**src/rtl/sram_bank_pkg.sv**
```systemverilog
package sram_bank_pkg;
  localparam logic [7:0] OFS_CFG   = 8'h00;
  localparam logic [7:0] OFS_STS   = 8'h04;
  localparam logic [7:0] OFS_MSK   = 8'h08;
  localparam logic [7:0] OFS_ECTL  = 8'h0C;
  localparam logic [7:0] OFS_EADR  = 8'h10;
  localparam logic [7:0] OFS_BSTAT = 8'h2C;

  localparam int STS_DONE  = 0;
  localparam int STS_ERR   = 1;
  localparam int DIS_SHIFT = 4;

  typedef enum logic [1:0] {
    ER_IDLE  = 2'd0,
    ER_CHECK = 2'd1,
    ER_RUN   = 2'd2
  } er_state_e;
endpackage

```
**src/rtl/sram_bank_regs.sv**
```systemverilog
module sram_bank_regs
  import sram_bank_pkg::*;
#(
  parameter int NBANKS = 4
) (
  input  logic              clk,
  input  logic              rst_n,
  input  logic [7:0]        reg_addr,
  input  logic              reg_we,
  input  logic [31:0]       reg_wdata,
  output logic [31:0]       reg_rdata,
  input  logic              busy,
  input  logic              done_p,
  input  logic              err_p,
  output logic [NBANKS-1:0] dis,
  output logic              start_p,
  output logic [29:0]       elen,
  output logic [31:0]       eaddr,
  output logic [1:0]        sts,
  output logic              irq
);
  logic [NBANKS-1:0] dis_q, dis_d;
  logic [1:0]        sts_q, sts_d;
  logic [1:0]        msk_q, msk_d;
  logic [29:0]       elen_q, elen_d;
  logic [31:0]       eaddr_q, eaddr_d;
  logic [31:0]       cfg_rd, bst_rd;

  always_comb begin
    dis_d   = dis_q;
    sts_d   = sts_q;
    msk_d   = msk_q;
    elen_d  = elen_q;
    eaddr_d = eaddr_q;
    if (reg_we) begin
      case (reg_addr)
        OFS_CFG:  dis_d = reg_wdata[DIS_SHIFT +: NBANKS];
        OFS_STS:  sts_d = sts_q & ~reg_wdata[1:0];
        OFS_MSK:  msk_d = reg_wdata[1:0];
        OFS_ECTL: if (!busy) elen_d = reg_wdata[31:2];
        OFS_EADR: if (!busy) eaddr_d = reg_wdata;
        default:  ;
      endcase
    end
    if (done_p) sts_d[STS_DONE] = 1'b1;
    if (err_p)  sts_d[STS_ERR]  = 1'b1;
  end

  always_ff @(posedge clk or negedge rst_n) begin
    if (!rst_n) begin
      dis_q   <= '0;
      sts_q   <= '0;
      msk_q   <= 2'b11;
      elen_q  <= '0;
      eaddr_q <= '0;
    end else begin
      dis_q   <= dis_d;
      sts_q   <= sts_d;
      msk_q   <= msk_d;
      elen_q  <= elen_d;
      eaddr_q <= eaddr_d;
    end
  end

  assign start_p = reg_we && (reg_addr == OFS_ECTL) && reg_wdata[0] && !busy;

  always_comb begin
    cfg_rd = '0;
    cfg_rd[DIS_SHIFT +: NBANKS] = dis_q;
    bst_rd = '0;
    bst_rd[NBANKS-1:0] = ~dis_q;
  end

  always_comb begin
    case (reg_addr)
      OFS_CFG:   reg_rdata = cfg_rd;
      OFS_STS:   reg_rdata = {30'd0, sts_q};
      OFS_MSK:   reg_rdata = {30'd0, msk_q};
      OFS_ECTL:  reg_rdata = {elen_q, 1'b0, busy};
      OFS_EADR:  reg_rdata = eaddr_q;
      OFS_BSTAT: reg_rdata = bst_rd;
      default:   reg_rdata = '0;
    endcase
  end

  assign dis   = dis_q;
  assign elen  = elen_q;
  assign eaddr = eaddr_q;
  assign sts   = sts_q;
  assign irq   = |(sts_q & ~msk_q);
endmodule

```
**src/rtl/sram_bank_eraser.sv**
```systemverilog
module sram_bank_eraser
  import sram_bank_pkg::*;
#(
  parameter int NBANKS     = 4,
  parameter int BANK_WORDS = 16,
  parameter int MEM_AW     = $clog2(NBANKS * BANK_WORDS)
) (
  input  logic              clk,
  input  logic              rst_n,
  input  logic              start_p,
  input  logic [29:0]       elen,
  input  logic [31:0]       eaddr,
  input  logic [NBANKS-1:0] dis,
  output logic              busy,
  output logic              done_p,
  output logic              err_p,
  output logic              we,
  output logic [MEM_AW-1:0] waddr
);
  localparam int TOTAL = NBANKS * BANK_WORDS;
  localparam int BAW   = $clog2(BANK_WORDS);

  er_state_e         st_q, st_d;
  logic [MEM_AW-1:0] cur_q, cur_d;
  logic [29:0]       rem_q, rem_d;

  logic [30:0]       startw, endw;
  logic              oor, hit, cur_dis;
  logic [NBANKS-1:0] touch, cur_sel;

  assign startw = {1'b0, eaddr[31:2]};
  assign endw   = startw + {1'b0, elen};
  assign oor    = endw >= 31'(TOTAL);

  for (genvar i = 0; i < NBANKS; i++) begin : g_bank_cmp
    localparam logic [30:0] LO = 31'(i * BANK_WORDS);
    localparam logic [30:0] HI = 31'(i * BANK_WORDS + BANK_WORDS - 1);
    assign touch[i]   = (endw >= LO) && (startw <= HI);
    assign cur_sel[i] = (cur_q >> BAW) == MEM_AW'(i);
  end

  assign hit     = |(touch & dis);
  assign cur_dis = |(cur_sel & dis);

  always_comb begin
    st_d   = st_q;
    cur_d  = cur_q;
    rem_d  = rem_q;
    we     = 1'b0;
    done_p = 1'b0;
    err_p  = 1'b0;
    case (st_q)
      ER_IDLE: begin
        if (start_p) st_d = ER_CHECK;
      end
      ER_CHECK: begin
        if (oor || hit) begin
          err_p = 1'b1;
          st_d  = ER_IDLE;
        end else begin
          st_d  = ER_RUN;
          cur_d = startw[MEM_AW-1:0];
          rem_d = elen;
        end
      end
      ER_RUN: begin
        if (cur_dis) begin
          err_p = 1'b1;
          st_d  = ER_IDLE;
        end else begin
          we = 1'b1;
          if (rem_q == '0) begin
            done_p = 1'b1;
            st_d   = ER_IDLE;
          end else begin
            rem_d = rem_q - 30'd1;
            cur_d = cur_q + MEM_AW'(1);
          end
        end
      end
      default: st_d = ER_IDLE;
    endcase
  end

  always_ff @(posedge clk or negedge rst_n) begin
    if (!rst_n) begin
      st_q  <= ER_IDLE;
      cur_q <= '0;
      rem_q <= '0;
    end else begin
      st_q  <= st_d;
      cur_q <= cur_d;
      rem_q <= rem_d;
    end
  end

  assign busy  = st_q != ER_IDLE;
  assign waddr = cur_q;
endmodule

```
**src/rtl/sram_bank_array.sv**
```systemverilog
module sram_bank_array #(
  parameter int NBANKS     = 4,
  parameter int BANK_WORDS = 16,
  parameter int MEM_AW     = $clog2(NBANKS * BANK_WORDS)
) (
  input  logic              clk,
  input  logic              we,
  input  logic [MEM_AW-1:0] waddr,
  input  logic [31:0]       wdata,
  input  logic [MEM_AW-1:0] raddr,
  input  logic [NBANKS-1:0] dis,
  output logic [31:0]       rdata
);
  localparam int BAW = $clog2(BANK_WORDS);

  logic [31:0]       rd_w [NBANKS];
  logic [NBANKS-1:0] rsel;

  for (genvar i = 0; i < NBANKS; i++) begin : g_bank
    logic [31:0] mem [BANK_WORDS];
    logic        wsel, wen;
    assign wsel    = (waddr >> BAW) == MEM_AW'(i);
    assign rsel[i] = (raddr >> BAW) == MEM_AW'(i);
    assign wen     = we && wsel && !dis[i];
    always_ff @(posedge clk) begin
      if (wen) mem[waddr[BAW-1:0]] <= wdata;
    end
    assign rd_w[i] = dis[i] ? 32'd0 : mem[raddr[BAW-1:0]];
  end

  always_comb begin
    rdata = '0;
    for (int i = 0; i < NBANKS; i++) begin
      if (rsel[i]) rdata = rd_w[i];
    end
  end
endmodule

```
**src/rtl/sram_bank_ctl.sv**
```systemverilog
module sram_bank_ctl
  import sram_bank_pkg::*;
#(
  parameter int NBANKS     = 4,
  parameter int BANK_WORDS = 16,
  parameter int MEM_AW     = $clog2(NBANKS * BANK_WORDS)
) (
  input  logic              clk,
  input  logic              rst_n,
  input  logic [7:0]        reg_addr,
  input  logic              reg_we,
  input  logic [31:0]       reg_wdata,
  output logic [31:0]       reg_rdata,
  input  logic [MEM_AW-1:0] mem_addr,
  input  logic              mem_we,
  input  logic [31:0]       mem_wdata,
  output logic [31:0]       mem_rdata,
  output logic              irq
);
  logic              rst_s1_q, rst_sync_n;
  logic [NBANKS-1:0] dis;
  logic              start_p, er_busy, done_p, err_p, eng_we;
  logic [29:0]       elen;
  logic [31:0]       eaddr;
  logic [1:0]        sts;
  logic [MEM_AW-1:0] eng_waddr, arr_waddr;
  logic [31:0]       arr_wdata;
  logic              arr_we;

  always_ff @(posedge clk or negedge rst_n) begin
    if (!rst_n) begin
      rst_s1_q   <= 1'b0;
      rst_sync_n <= 1'b0;
    end else begin
      rst_s1_q   <= 1'b1;
      rst_sync_n <= rst_s1_q;
    end
  end

  sram_bank_regs #(.NBANKS(NBANKS)) u_regs (
    .clk(clk), .rst_n(rst_sync_n),
    .reg_addr(reg_addr), .reg_we(reg_we), .reg_wdata(reg_wdata),
    .reg_rdata(reg_rdata), .busy(er_busy), .done_p(done_p), .err_p(err_p),
    .dis(dis), .start_p(start_p), .elen(elen), .eaddr(eaddr),
    .sts(sts), .irq(irq)
  );

  sram_bank_eraser #(.NBANKS(NBANKS), .BANK_WORDS(BANK_WORDS), .MEM_AW(MEM_AW)) u_eraser (
    .clk(clk), .rst_n(rst_sync_n), .start_p(start_p), .elen(elen),
    .eaddr(eaddr), .dis(dis), .busy(er_busy), .done_p(done_p),
    .err_p(err_p), .we(eng_we), .waddr(eng_waddr)
  );

  assign arr_we    = eng_we || mem_we;
  assign arr_waddr = eng_we ? eng_waddr : mem_addr;
  assign arr_wdata = eng_we ? 32'd0 : mem_wdata;

  sram_bank_array #(.NBANKS(NBANKS), .BANK_WORDS(BANK_WORDS), .MEM_AW(MEM_AW)) u_array (
    .clk(clk), .we(arr_we), .waddr(arr_waddr), .wdata(arr_wdata),
    .raddr(mem_addr), .dis(dis), .rdata(mem_rdata)
  );
endmodule

```
**config.mk**
```make
export PLATFORM = sky130hd
export DESIGN_NAME = sram_bank_ctl
export DESIGN_NICKNAME = d
export VERILOG_FILES = /design/src/rtl/sram_bank_pkg.sv /design/src/rtl/sram_bank_regs.sv /design/src/rtl/sram_bank_eraser.sv /design/src/rtl/sram_bank_array.sv /design/src/rtl/sram_bank_ctl.sv
export SDC_FILE = /design/constraint.sdc
export NUM_CORES = 2
export LEC_CHECK = 0
export BUFFER_PORTS_ARGS = -buffer_cell sky130_fd_sc_hd__buf_2
export CAP_MARGIN = 15
export CORE_MARGIN = 2
export CORE_UTILIZATION = 67
export DETAILED_ROUTE_END_ITERATION = 10
export MAX_ROUTING_LAYER = met4
export PLACE_DENSITY = 0.83
export SYNTH_ARGS = -nofsm -noshare
export SYNTH_HDL_FRONTEND = slang
export SYNTH_SLANG_ARGS = --single-unit
```
**constraint.sdc**
```tcl
create_clock -name clk -period 14.96 [get_ports clk]
set_input_delay 4.488 -clock clk [delete_from_list [all_inputs] [get_ports clk]]
set_output_delay 4.488 -clock clk [all_outputs]
set_load 0.005 [all_outputs]
```
Word-level counts from Yosys, hierarchy flattened
Memory sizes are Yosys's and may differ from the RTL's. Index checks and enable logic that the tools add are counted.

Register bits: 110. RAM bits: 2048. Input port bits: 82. Output and inout port bits: 65. Logic and storage cells: 145. Memories: 4.

$add $sub $neg: 3. Magnitude comparators: 9. Equal/unequal tests: 21. Multiplexer cells: 44. Bitwise operators: 8. Reduce and logical (&&, ||, !) cells: 45.

Memory list: u_array.g_bank[0].mem (depth 16, bits a word 32, rd ports 1, clocked after memory_dff 0, wr ports 1, RTL line sram_bank_array.sv:20) `logic [31:0] mem [BANK_WORDS];`; u_array.g_bank[1].mem (depth 16, bits a word 32, rd ports 1, clocked after memory_dff 0, wr ports 1, RTL line sram_bank_array.sv:20); u_array.g_bank[2].mem (depth 16, bits a word 32, rd ports 1, clocked after memory_dff 0, wr ports 1, RTL line sram_bank_array.sv:20); u_array.g_bank[3].mem (depth 16, bits a word 32, rd ports 1, clocked after memory_dff 0, wr ports 1, RTL line sram_bank_array.sv:20).

Operator list (number): $mux W32 (9); $pmux W32 S6 (1); $mux W30 (3); $ge A31 B6 Y1 const B (2); $le A30 B6 Y1 const B (2); $pmux W30 S2 (1); $add A30 B30 Y31 (1); $ge A31 B1 Y1 const B (1); $ge A31 B5 Y1 const B (1); $ge A31 B7 Y1 const B (1); $le A30 B4 Y1 const B (1); $le A30 B5 Y1 const B (1); $logic_not A30 Y1 (1); $sub A30 B1 Y30 const B (1); $mux W6 (4); $logic_not A6 Y1 (3); $mux W1 (17); $eq A8 B4 Y1 const B (2); $logic_and A1 B1 Y1 (15); $eq A2 B2 Y1 const B (7); $mux W2 (6); $pmux W6 S2 (1); $reduce_bool A2 Y1 (6); $reduce_and A2 Y1 (5); 22 further kinds (38).

Depth between registers and ports, before layout
Depth after elaboration: 11. Depth in mapped cells: 16. Depth with buffers taken out: 13.

By module
From an unflattened synthesis, not the netlist that was laid out.

Cells, all modules: 4320. Area total of the unflattened synthesis: 86486.7 sq um.

By module, submodules not included: sram_bank_array (instances 1, cells an instance 3445, area each 78277.6 sq um, seq. area each 61499.0 sq um); sram_bank_eraser (instances 1, cells an instance 603, area each 4558.1 sq um, seq. area each 950.9 sq um); sram_bank_regs (instances 1, cells an instance 226, area each 3290.7 sq um, seq. area each 1754.2 sq um); sram_bank_ctl (instances 1, cells an instance 46, area each 360.3 sq um, seq. area each 50.0 sq um).

Least setup slack after synthesis
OpenSTA, ideal clock, no wires.

Path type: input to output. From: input mem_addr[0]. To: output mem_rdata[24]. Arrival time: 7.266 ns. Data required time: 10.472 ns. Slack: 3.206 ns. Cell stages on the path: 8. Buffers on the path: 4. Cell sequence: clkbuf_1 -> clkbuf_1 -> buf_1 -> clkbuf_1 -> mux4_2 -> mux4_2 -> a21oi_1 -> o21ai_0.

Cells in the longest elaborated chain, start to end: 6. Elaborated cells on any way between the ends: 12. Classes of those cells: mux (8); memory (4).

RTL lines: start: declaration (RTL line sram_bank_ctl.sv:14) `input logic [MEM_AW-1:0] mem_addr,`; $mem_v2 Z16 W32; $mux W32 (RTL line sram_bank_array.sv:28) `assign rd_w[i] = dis[i] ? 32'd0 : mem[raddr[BAW-1:0]];`; $mux W32 (3 in series) (RTL line sram_bank_array.sv:34) `if (rsel[i]) rdata = rd_w[i];`; $mux W32 * (RTL line sram_bank_array.sv:34); end: declaration (RTL line sram_bank_ctl.sv:17) `output logic [31:0] mem_rdata,`.

Mark *: on every way between the ends. The rest lies on a longest branch, timed or not.

Worst setup path in the final report
From: input mem_addr[0]. To: output mem_rdata[12].

Same word-level chain as after synthesis.

==> impl_metrics.prom <==
# TYPE chip_impl_metric gauge
chip_impl_metric{name="cts_setup_buffers",unit=""} 0
chip_impl_metric{name="placement.setup.worst_slack",unit="ps"} 2190
chip_impl_info{name="yosys-top-cells-area",value="edfxtp_1, mux4_2, dfrtp_1"} 1
chip_impl_info{name="timing.hold.worst.class",value="flip-flop to flip-flop"} 1
chip_impl_metric{name="post_route_standard_cell_area_excluding_fillers",unit="um2"} 95800
chip_impl_metric{name="h-tree-depth",unit=""} 4
chip_impl_metric{name="drt-initial-drc-count",unit=""} 11900
chip_impl_metric{name="grt_antenna_before_repair",unit=""} 41
chip_impl_info{name="worst_path_most_repeated_cell",value="mux4_2"} 1
chip_impl_info{name="yosysTopAreaCell",value="edfxtp_1"} 1
chip_impl_metric{name="wl_per_cell",unit="um"} 47.5
chip_impl_metric{name="dpl.hpwl",unit="um"} 130000
chip_impl_info{name="crit_type",value="input pin to output port"} 1
chip_impl_metric{name="area_growth_syn_to_layout",unit="%"} 11.8
chip_impl_metric{name="clkLatencyLatePin",unit="ps"} 830
chip_impl_metric{name="routed_wirelength",unit="um"} 291000
chip_impl_info{name="grt_setup_unrepaired",value="false"} 1
chip_impl_metric{name="grt_start_max_net_pins",unit=""} 86
chip_impl_metric{name="worstPathRequired",unit="ps"} 10470
chip_impl_metric{name="grt_overflow_total",unit=""} 0
chip_impl_metric{name="total_of_buffers_placed_on_input_and_output_ports",unit=""} 146
chip_impl_metric{name="finalWorstSetupSlack",unit="ps"} 1660
chip_impl_metric{name="clock_tree.buffer_depth",unit=""} 3
chip_impl_info{name="crit_path_top_delay_cell",value="a21oi_1"} 1
chip_impl_metric{name="maxcap_viol_count",unit=""} 0
chip_impl_metric{name="final_cells",unit=""} 6135
chip_impl_metric{name="die_h",unit="um"} 362
chip_impl_metric{name="final.min_clock_period",unit="ps"} 13300
chip_impl_metric{name="synth_seq_cells",unit=""} 2158
chip_impl_info{name="clock_tree.root_cell",value="clkbuf_16"} 1
chip_impl_metric{name="number_of_standard_cells_after_synthesis",unit=""} 3997
chip_impl_metric{name="timing.critical_path.fanout_max",unit=""} 60
chip_impl_info{name="cts_tree",value="built"} 1
chip_impl_metric{name="synth.lib_cells_used.distinct",unit=""} 79
chip_impl_metric{name="grt_pass1_vias",unit=""} 48600
chip_impl_metric{name="gp_congestion",unit=""} 0.951
chip_impl_metric{name="dr_pass1_iterations",unit=""} 8
chip_impl_info{name="critical_path.top_delay_family",value="buffers and inverters"} 1
chip_impl_metric{name="cts_repair_resize_count",unit=""} 0
chip_impl_info{name="cp-start-kind",value="input pin"} 1
chip_impl_metric{name="ir_drop",unit="V"} 0.000183
chip_impl_info{name="status",value="complete, no violations"} 1
chip_impl_metric{name="total_vias_in_the_final_route",unit=""} 50800
chip_impl_metric{name="power.leakage",unit="nW"} 30.8
chip_impl_metric{name="fp.dieW",unit="um"} 362
chip_impl_metric{name="postPlaceCellArea",unit="um2"} 89400
chip_impl_metric{name="syn-num-nets",unit=""} 4115
chip_impl_metric{name="yosysWarnings",unit=""} 0
chip_impl_metric{name="final.setup_skew",unit="ps"} 55.5
chip_impl_metric{name="finalMaxSlewViolations",unit=""} 0
chip_impl_metric{name="sequential_to_total_area_share_from_yosys_stat",unit=""} 0.749
chip_impl_metric{name="critPathArrivalTime",unit="ps"} 8820
chip_impl_info{name="most-common-layout-cells",value="edfxtp_1, mux4_2, clkbuf_16, buf_2, a21oi_1"} 1
chip_impl_metric{name="clk_transition_reported_paths",unit="ps"} 60
chip_impl_metric{name="max_slew_margin",unit=""} 0.146
chip_impl_metric{name="floorplan.die_area",unit="um2"} 131000
chip_impl_metric{name="setup_viol_count_final",unit=""} 0
chip_impl_metric{name="dp_cells",unit=""} 5719
chip_impl_metric{name="holdBufCountCts",unit=""} 0
chip_impl_metric{name="placeableCoreArea",unit="um2"} 127000
chip_impl_metric{name="wire_length_of_the_first_global_routing_pass",unit="um"} 402000
chip_impl_metric{name="power_per_cell_area",unit="nW/um2"} 133
chip_impl_metric{name="drtAntennaViolNets",unit=""} 0
chip_impl_metric{name="number_of_enable_type_register_cells_in_the_synthesized_netlist",unit=""} 2048
chip_impl_metric{name="average_footprint_of_a_synthesized_cell",unit="um2"} 21.5
chip_impl_metric{name="grt_util_all_layers",unit=""} 0.468
chip_impl_metric{name="tritoncts.num_buffers",unit=""} 199
chip_impl_info{name="crit_chain",value="buf_8 -> buf_4 -> mux4_2 -> mux4_2 -> a21oi_1 -> o21ai_0 -> buf_2"} 1
chip_impl_metric{name="remaining_routing_drc_violations",unit=""} 0
chip_impl_metric{name="timing.setup.tns",unit="ps"} 0
chip_impl_metric{name="layout-drive-gt1-share",unit=""} 0.317
chip_impl_metric{name="start_util",unit=""} 0.673
chip_impl_metric{name="fill_cells",unit=""} 6033
chip_impl_info{name="crit_path_end_kind",value="output port"} 1
chip_impl_metric{name="worst_slew_pin_slew",unit="ps"} 1280
chip_impl_metric{name="drt-vias-per-instance",unit=""} 8.29
chip_impl_metric{name="synthArstFlopShare",unit=""} 0.0510
chip_impl_metric{name="synth_top_area_frac",unit=""} 0.717
chip_impl_metric{name="max_clock_freq",unit="MHz"} 75.2
chip_impl_metric{name="numClockSinks",unit=""} 2158
chip_impl_metric{name="fp-row-count",unit=""} 131
chip_impl_info{name="ys.flop_type",value="edfxtp_1"} 1
chip_impl_metric{name="timing.final.hold_violations",unit=""} 0
chip_impl_metric{name="post-route-period-util",unit=""} 0.889
chip_impl_metric{name="number_of_top_level_design_ports",unit=""} 147
chip_impl_metric{name="cp.buffers_inverters",unit=""} 3
chip_impl_info{name="layout.cells.most_common",value="edfxtp_1"} 1
chip_impl_metric{name="worst_path_max_stage_delay",unit="ps"} 820
chip_impl_metric{name="layout.nets",unit=""} 4384
chip_impl_metric{name="netlist_area",unit="um2"} 85700
==> cells by family (layout without fill, tap and decap cells) <==
logic type                 count (synthesis)  count (layout)  synth area share
AOI/OAI and AO/OA                        376             376            0.0273
xor gates and xnor gates                  10              10           0.00102
adders and majority gates                 36              36           0.00534
buffers and inverters                    257             691            0.0116
DFF                                     2158            2158             0.749
muxes                                    721             721             0.179
other                                      1              43         0.0000437
and+or+nand+nor                          438             438            0.0265
==> power by group <==
part	leakage [nW]	switching (mW)	total, mW	internal (mW)
sequential	19.9	0.0639	6.72	6.65
combinational	7.90	0.551	0.848	0.297
clock	3.00	2.54	5.16	2.62
total	30.8	3.16	12.7	9.57
==> state kept, by name, indices dropped and copies added, names as in the netlist <==
| signal | cells |
|---|---|
| u_eraser.st_q | 2 |
| u_regs.elen | 30 |
| rst_sync_n | 1 |
| rst_s1_q | 1 |
| u_array.g_bank.mem | 2048 |
| u_regs.sts | 2 |
| u_regs.dis | 4 |
| u_eraser.rem_q | 30 |
| u_eraser.waddr | 6 |
| u_regs.msk_q | 2 |
| u_regs.eaddr | 32 |
==> path summary, 6_finish.rpt <==
kind | start | end | slack (ps) | cells past startpoint
max in group asynchronous | rst_n | rst_s1_q | 11420 | 1
max reg2reg | u_regs.elen[0] | u_eraser.rem_q[3] | 9030 | 13
max | mem_addr[0] | mem_rdata[12] | 1660 | 7
min | rst_s1_q | rst_sync_n | 350 | 0
min in group asynchronous | rst_sync_n | u_regs.elen[0] | 390 | 0
min reg2reg | rst_s1_q | rst_sync_n | 350 | 0
==> cell type report <==
type | count | area [um2] | area share
clock inverters | 120 | 937 | 0.00978
repair buffers | 287 | 2050 | 0.0214
well taps | 1662 | 2080 | 0.0217
multi-input cells | 1582 | 21000 | 0.220
diodes | 42 | 105 | 0.00110
inverters | 38 | 150 | 0.00157
flip-flops and latches | 2158 | 64300 | 0.670
clock buffers | 246 | 5230 | 0.0545
==> worst reg2reg max path, stage by stage, from the launching register on <==
cell	delay [ps]
dfrtp_1	470
ha_1	270
fa_1	410
a211oi_1	470
o21ai_0	290
xnor2_1	380
o21ai_0	150
or4_1	570
nor4_1	380
nand4_1	180
nor4_2	610
nand2b_1	300
a21oi_1	1060
a21boi_0	190
==> through the flow <==
stage | util | hold slack [ps] | total power, mW
finish | 0.753 | 346 | 12.7
global route | 0.752 | 364 | 12.9
CTS | 0.750 | 349 | 12.6
detailed placement | 0.702 | 337 | 7.60
global placement | 0.702 | 339 | 7.57
floorplan | - | 331 | 7.31
==> metal layers <==
metal	share of wire	vias to the layer above	track usage
met1	0.29	25100	0.579
met3	0.18	1448	0.177
met5	0	-	-
li1	-	17400	-
met4	0.077	0	0.251
met2	0.45	6904	0.680
==> Yosys cell counts (5+ instances only) <==
master / count
a21o_1: 6
a21oi_1: 139
a22o_1: 25
a2bb2oi_1: 9
a31oi_1: 17
and2_1: 35
and3_1: 10
buf_1: 49
buf_2: 5
clkbuf_1: 161
dfrtp_1: 108
edfxtp_1: 2048
ha_1: 35
inv_1: 36
mux2_2: 70
mux2i_1: 10
mux4_2: 641
nand2_1: 72
nand2b_1: 8
nand3_1: 26
nand4_1: 13
nor2_1: 109
nor2b_1: 67
nor3_1: 36
nor3b_1: 6
nor4_1: 13
o2111ai_1: 5
o211ai_1: 9
o21a_1: 9
o21ai_0: 87
o22ai_1: 12
or2_2: 18
or3_1: 12
xor2_1: 6
(Power assumes the default switching activity.)
